<file path="src/rtl/sgdiv_pkg.sv">
package sgdiv_pkg;

  // Control bundle handed from the top to the sync gate.
  typedef struct packed {
    logic master_en;
    logic one_shot;
    logic wr;
    logic wdata;
  } sync_ctrl_t;

endpackage

</file>
<file path="src/rtl/sgdiv_edge.sv">
module sgdiv_edge #(
  parameter int STAGES = 2
) (
  input  logic clk,
  input  logic rst,
  input  logic sync_i,
  output logic rise_o
);

  logic [STAGES-1:0] chain_q;
  logic              last_q;

  generate
    if (STAGES < 2) begin : g_bad
      initial $error("sgdiv_edge needs at least two synchronizer stages");
    end
  endgenerate

  always_ff @(posedge clk) begin
    if (rst) begin
      chain_q <= '0;
      last_q  <= 1'b0;
    end else begin
      chain_q <= {chain_q[STAGES-2:0], sync_i};
      last_q  <= chain_q[STAGES-1];
    end
  end

  assign rise_o = chain_q[STAGES-1] & ~last_q;

  // A detected edge lasts exactly one cycle.
  AST_EDGE_SINGLE: assert property (@(posedge clk) disable iff (rst)
    rise_o |=> !rise_o) else $error("edge event wider than one cycle");

endmodule

</file>
<file path="src/rtl/sgdiv_gate.sv">
module sgdiv_gate
  import sgdiv_pkg::*;
(
  input  logic       clk,
  input  logic       rst,
  input  logic       rise_i,
  input  sync_ctrl_t ctrl_i,
  output logic       accept_o,
  output logic       sync_en_o
);

  logic sync_en_q;
  logic self_clear;

  assign accept_o   = rise_i & ctrl_i.master_en & sync_en_q;
  assign self_clear = accept_o & ctrl_i.one_shot;

  always_ff @(posedge clk) begin
    if (rst) begin
      sync_en_q <= 1'b0;
    end else if (self_clear) begin
      sync_en_q <= 1'b0;
    end else if (ctrl_i.wr) begin
      sync_en_q <= ctrl_i.wdata;
    end
  end

  assign sync_en_o = sync_en_q;

  AST_ONESHOT_CLEARS: assert property (@(posedge clk) disable iff (rst)
    (accept_o && ctrl_i.one_shot) |=> !sync_en_q) else $error("one-shot did not clear");

  AST_WRITE_LOADS: assert property (@(posedge clk) disable iff (rst)
    (ctrl_i.wr && !(accept_o && ctrl_i.one_shot)) |=> (sync_en_q == $past(ctrl_i.wdata)))
    else $error("enable write lost");

  AST_MASTER_OFF_HOLDS: assert property (@(posedge clk) disable iff (rst)
    (!ctrl_i.master_en && !ctrl_i.wr) |=> $stable(sync_en_q)) else $error("enable moved with master off");

endmodule

</file>
<file path="src/rtl/sgdiv_phase.sv">
module sgdiv_phase #(
  parameter int RATIO_W = 3
) (
  input  logic               clk,
  input  logic               rst,
  input  logic [RATIO_W-1:0] ratio_i,
  input  logic               restart_i,
  output logic               strobe_o
);

  logic [RATIO_W-1:0] cnt_q;
  logic               strobe_q;

  always_ff @(posedge clk) begin
    if (rst) begin
      cnt_q    <= '0;
      strobe_q <= 1'b0;
    end else if (restart_i) begin
      cnt_q    <= '0;
      strobe_q <= 1'b0;
    end else if (cnt_q >= ratio_i) begin
      cnt_q    <= '0;
      strobe_q <= 1'b1;
    end else begin
      cnt_q    <= cnt_q + 1'b1;
      strobe_q <= 1'b0;
    end
  end

  assign strobe_o = strobe_q;

  AST_STROBE_AT_ZERO: assert property (@(posedge clk) disable iff (rst)
    strobe_q |-> (cnt_q == '0)) else $error("strobe away from phase zero");

  AST_RESTART_ZEROES: assert property (@(posedge clk) disable iff (rst)
    restart_i |=> (cnt_q == '0 && !strobe_q)) else $error("restart did not realign");

endmodule

</file>
<file path="src/rtl/sgdiv_top.sv">
module sgdiv_top
  import sgdiv_pkg::*;
#(
  parameter int RATIO_W     = 3,
  parameter int SYNC_STAGES = 2
) (
  input  logic               clk,
  input  logic               rst,
  input  logic [RATIO_W-1:0] div_ratio_i,
  input  logic               master_en_i,
  input  logic               one_shot_i,
  input  logic               sync_en_wr_i,
  input  logic               sync_en_wdata_i,
  input  logic               sync_async_i,
  output logic               div_strobe_o,
  output logic               sync_en_o
);

  logic       rise;
  logic       accept;
  sync_ctrl_t ctrl;

  assign ctrl.master_en = master_en_i;
  assign ctrl.one_shot  = one_shot_i;
  assign ctrl.wr        = sync_en_wr_i;
  assign ctrl.wdata     = sync_en_wdata_i;

  sgdiv_edge #(.STAGES(SYNC_STAGES)) u_edge (
    .clk    (clk),
    .rst    (rst),
    .sync_i (sync_async_i),
    .rise_o (rise)
  );

  sgdiv_gate u_gate (
    .clk       (clk),
    .rst       (rst),
    .rise_i    (rise),
    .ctrl_i    (ctrl),
    .accept_o  (accept),
    .sync_en_o (sync_en_o)
  );

  sgdiv_phase #(.RATIO_W(RATIO_W)) u_phase (
    .clk       (clk),
    .rst       (rst),
    .ratio_i   (div_ratio_i),
    .restart_i (accept),
    .strobe_o  (div_strobe_o)
  );

  AST_NO_RESTART_SYNC_OFF: assert property (@(posedge clk) disable iff (rst)
    !sync_en_o |-> !accept) else $error("restart while enable low");

endmodule

</file>
<file path="config.mk">
export PLATFORM = sky130hd
export DESIGN_NAME = sgdiv_top
export DESIGN_NICKNAME = d
export VERILOG_FILES = /design/src/rtl/sgdiv_pkg.sv /design/src/rtl/sgdiv_edge.sv /design/src/rtl/sgdiv_gate.sv /design/src/rtl/sgdiv_phase.sv /design/src/rtl/sgdiv_top.sv
export SDC_FILE = /design/constraint.sdc
export NUM_CORES = 1
export LEC_CHECK = 0
export ABC_AREA = 1
export BUFFER_PORTS_ARGS = -buffer_cell sky130_fd_sc_hd__clkbuf_2
export CORE_AREA = 2 2 39 41
export CTS_BUF_LIST = sky130_fd_sc_hd__clkbuf_16
export DETAILED_ROUTE_END_ITERATION = 10
export DIE_AREA = 0 0 41 43
export SYNTH_ARGS = -nofsm -noshare
export SYNTH_HDL_FRONTEND = slang
export SYNTH_HIERARCHICAL = 1
export SYNTH_SLANG_ARGS = --single-unit
</file>
<file path="constraint.sdc">
create_clock -name clk -period 1.9 [get_ports clk]
set_clock_uncertainty 0.15 [all_clocks]
set_input_delay 0.38 -clock clk [delete_from_list [all_inputs] [get_ports clk]]
set_output_delay 0.38 -clock clk [all_outputs]
set_load 0.01 [all_outputs]
</file>
Word-level counts from Yosys, hierarchy flattened
Cells that the tools add are included.
Storage, ports and cells
  bits in registers: 8
  bits of input ports: 10
Cells by class
  add/subtract/negate cells: 1
  $lt $le $gt $ge: 1
  multiplexer cells: 1
  bitwise logic cells: 5
  reductions and logical operators: 3
Operators by type and width (count)
  1-bit AND: 4
  2-bit OR reduction: 2
  3-bit by 1-bit adder with 3-bit output (second input constant): 1
  3-bit >= comparator: 1
  3-bit OR reduction: 1
  1-bit 2-to-1 mux: 1
  1-bit NOT: 1

Logic depth before layout (Yosys ltp)
  word-level depth: 6
  gate-level depth with buffers: 7
  depth with buffers taken out: 7

Hierarchy
Netlist, hierarchy kept.
Modules (own cells, without submodules)
  sgdiv_phase: instances 1, cells each 25, area an instance 214.0 um2
  sgdiv_edge: instances 1, cells each 10, area an instance 86.3 um2
  sgdiv_gate: instances 1, cells each 13, area an instance 67.6 um2

Least setup slack after synthesis
OpenSTA, ideal clock, no wires.
  path kind: input port to flip-flop
  start: in div_ratio_i[2]
  end: reg u_phase.cnt_q[0]
  arrival time: 1037 ps
  data required time: 1686 ps
  path slack: 648 ps
  stages on the path: 5
  buffers on the path: 0
  path through: inv_1 > ha_1 > a21oi_2 > nand3_2 > nor2_1
Between the ends
  word-level cells in the longest chain between the ends: 2
RTL lines
  start, declared: line sgdiv_top.sv:9  | input logic [RATIO_W-1:0] div_ratio_i,
  3-bit >= comparator: line sgdiv_phase.sv:21  | end else if (cnt_q >= ratio_i) begin
  3-bit OR reduction (no source line)
  end signal, assigned: line sgdiv_phase.sv:25  | cnt_q <= cnt_q + 1'b1;
  end, declared: line sgdiv_phase.sv:11  | logic [RATIO_W-1:0] cnt_q;
No other way between the ends.
A chain may end at the register's enable or synchronous reset.

Worst setup path after layout
  start: reg u_phase.cnt_q[0]
  end: reg u_phase.cnt_q[1]
Between the ends
  word-level cells in the longest chain between the ends: 2
RTL lines (line)
  3-bit >= comparator: sgdiv_phase.sv:21
  3-bit OR reduction (no source line)
Parallel ways exist; a longest one is shown, timed or not.

==> run summary <==
## STA
* **final total negative setup slack** 0 ns
* **final count of negative-setup-slack endpoints** 0
* **min Tclk post-route** 1.261 ns
* **Slew Limit Headroom** 0.8697
* **number of hold violations in the final report** 0
* **number of max-slew violations in the final report** 0
* **maximum clock rate** 793.3 MHz
* **RSZ-0062 raised after global routing** no
* **final critical-path setup slack** 0.6395 ns
* **period utilisation layout** 0.6634
* **Least-Margin Pin Slew** 0.1948 ns

## Logic synthesis
* **cell type with the highest aggregate area in the netlist** sky130_fd_sc_hd__dfxtp_1
* **Ys Warns** 6
* **part of the Yosys area used for sequential elements** 0.4354
* **Cell variety after synth** 10
* **count of state elements after synthesis** 8
* **Synth Instances** 48
* **number of nets produced by synthesis** 62
* **Avg Cell Area, Syn** 7.664 µm²
* **area of the mapped netlist** 367.9 µm²
* **ranking of synthesized cells by area** sky130_fd_sc_hd__dfxtp_1, sky130_fd_sc_hd__inv_1, sky130_fd_sc_hd__ha_1
* **fraction of post-synthesis cell area in the top cell type by area** 0.4354

## Layout
* **layout net count** 78
* **share of layout cells above drive strength 1** 0.2581
* **count of antenna diodes in the layout** 0
* **Syn-to-layout area delta** 40.82%
* **share of the core filled with cells in the final layout** 0.3743
* **Post-Layout Inst Area** 518.0 µm²

## Power and ir drop
* **Peak supply drop** 0.5970 mV
* **total power** 0.0006134 W
* **standby leakage power** 0.3050 nW
* **Power Density** 1184 nW/µm²

## Critical path
* **CP required** 1.91 ns
* **element type at the critical path end** flip-flop
* **crit path launch type** flip-flop
* **critical path fanouts, max** 3
* **Worst path top cell family by delay** flip-flops
* **type of the worst setup path** reg -> reg
* **Crit path buffers/inverters** 2
* **cell breakdown of the critical path** inv_1 -> ha_1 -> inv_1 -> nand2_1 -> nand2_1 -> nand3_2 -> nor2_1
* **CP peak stage delay** 0.35 ns
* **arrival time of data at the critical path endpoint** 1.27 ns
* **CP max-delay cell** sky130_fd_sc_hd__dfxtp_1

## Clock tree
* **clock tree from TritonCTS** built
* **clock edge transition at the registers on the reported setup and hold paths** 0.04 ns
* **clock buffer count from CTS** 3
* **number of setup buffers added after CTS** 0
* **Max Root-Sink Buffers** 2
* **Resized Gates After CTS** 0
* **count of hold-fix buffers inserted at cts** 0
* **TritonCTS sink count** 8
* **Clock Tree Root** sky130_fd_sc_hd__clkbuf_16
* **later-pin clock latency in the skew report** 0.23 ns
* **deepest level of the CTS H-tree** 1

## Floorplan
* **starting utilization of the core area** 0.2658
* **area of the core** 1384 µm²
* **total die area** 1763 µm²
* **Cell Rows** 14
* **width of the die** 41 µm
* **I/O Pins** 12
* **Chip Height** 43 µm

## Detailed routing
* **Post-DRT Antenna Nets** 0
* **routed len/inst** 7.487 µm
* **Iteration-0 DRC Markers** 5
* **total vias in the final route** 304
* **number of remaining DRC errors** 0
* **average via count per standard cell** 3.897
* **Detailed Route WL** 584 µm
* **detailed-routing iteration count for the pre-antenna-repair pass** 4

## Global routing
* **global-route usage over all layers** 0.09082
* **met2 track demand over resource** 0.1344
* **initial antenna violation count** 0
* **met1 layer usage reported by global route** 0.09477
* **largest net degree at the start of global routing** 6
* **number of global-route vias before repair** 273
* **GRT Residual Overflow** 0
* **global-route wire length before repair** 1014 µm
* **most crowded layer after global routing** met2
* **met3 Usage GRT** 0.01571

## Placed design
* **Placed Area** 442.9 µm²
* **Placement Setup Slack** 0.4905 ns
* **Port Buffer Count** 11
* **detailed placement HPWL** 463.5 µm
* **placer's final routability congestion estimate** 0.6520

## Min path
* **hold crit path type** in -> reg

## Status
* **run status** finished, final reports clean

## Run
* **max capacitance violation total** 0

==> per-stage QoR <==
stage	cells	hold WS, ns
after floorplan	48	0.2383
after global placement	75	0.2383
after detailed placement	75	0.2495
after CTS	78	0.1875
after global routing	78	0.2076
final	78	0.1883
==> cell type report <==
cell class | instances | area, µm²
flip-flops and latches | 8 | 160.2
multi-input cells | 25 | 151.4
repair buffers | 11 | 55.05
clock buffers | 3 | 75.07
inverters | 15 | 56.30
well taps | 16 | 20.02
fillers | 160 | 865.8
==> synth_stat cells <==
cell and count:
sky130_fd_sc_hd__nand3_1 2, sky130_fd_sc_hd__nor2_1 10, sky130_fd_sc_hd__a21boi_1 1, sky130_fd_sc_hd__ha_1 4, sky130_fd_sc_hd__a21oi_2 1, sky130_fd_sc_hd__nand3_2 1
sky130_fd_sc_hd__dfxtp_1 8, sky130_fd_sc_hd__xnor2_1 1, sky130_fd_sc_hd__inv_1 15, sky130_fd_sc_hd__nand2_1 5
==> logic make-up (layout without fill, tap and decap cells) <==
logic type	Yosys count	in the layout	share of synthesized area
and+or+nand+nor	18	18	0.2075
buffers and inverters	15	29	0.1531
DFF	8	8	0.4354
adders and majority gates	4	4	0.1361
AOI/OAI and AO/OA	2	2	0.04423
xor gates and xnor gates	1	1	0.02381
==> final timing paths <==
kind	cells after the start	slack, ns	from	endpoint
setup reg to reg	7	0.64	u_phase/cnt_q[0]	u_phase/cnt_q[1]
setup / recovery	7	0.64	u_phase/cnt_q[0]	u_phase/cnt_q[1]
hold reg to reg	2	0.25	u_edge/chain_q[0]	u_edge/chain_q[1]
hold / removal	3	0.19	sync_async_i	u_edge/chain_q[0]
==> per-layer routing <==
| metal | vias to the layer above | routed length [µm] |
|---|---|---|
| met3 | 0 | 48 |
| met1 | 131 | 226 |
| met4 | 0 | 0 |
| met2 | 7 | 309 |
| met5 | - | 0 |
| li1 | 166 | - |
==> power by group <==
| group | internal [W] | total [W] | leakage (nW) | switching, W |
|---|---|---|---|---|
| Combinational | 0.0000345 | 0.0000741 | 0.202 | 0.0000397 |
| Clock | 0.000271 | 0.000344 | 0.0370 | 0.0000737 |
| Sequential | 0.000186 | 0.000195 | 0.0659 | 0.00000886 |
| Total | 0.000491 | 0.000613 | 0.305 | 0.000122 |
==> worst min-delay path, stage by stage <==
cell and delay, ns:
sky130_fd_sc_hd__clkbuf_2 0.08, sky130_fd_sc_hd__inv_1 0.04, sky130_fd_sc_hd__nor2_1 0.03
==> cells in the final DEF (no fill, tap or decap), types with 2 or more instances in the layout <==
| master | netlist | final |
|---|---|---|
| sky130_fd_sc_hd__inv_1 | 15 | 15 |
| sky130_fd_sc_hd__clkbuf_2 | 0 | 11 |
| sky130_fd_sc_hd__nor2_1 | 10 | 10 |
| sky130_fd_sc_hd__dfxtp_1 | 8 | 8 |
| sky130_fd_sc_hd__nand2_1 | 5 | 5 |
| sky130_fd_sc_hd__ha_1 | 4 | 4 |
| sky130_fd_sc_hd__clkbuf_16 | 0 | 3 |
| sky130_fd_sc_hd__nand3_1 | 2 | 2 |
==> sequential cells by signal, indices dropped and copies added (netlist names) <==
register          flops
u_edge/chain_q        2
u_edge/last_q         1
u_gate/sync_en_o      1
u_phase/cnt_q         3
u_phase/strobe_o      1
No activity file was read; power rests on OpenSTA's default activity.
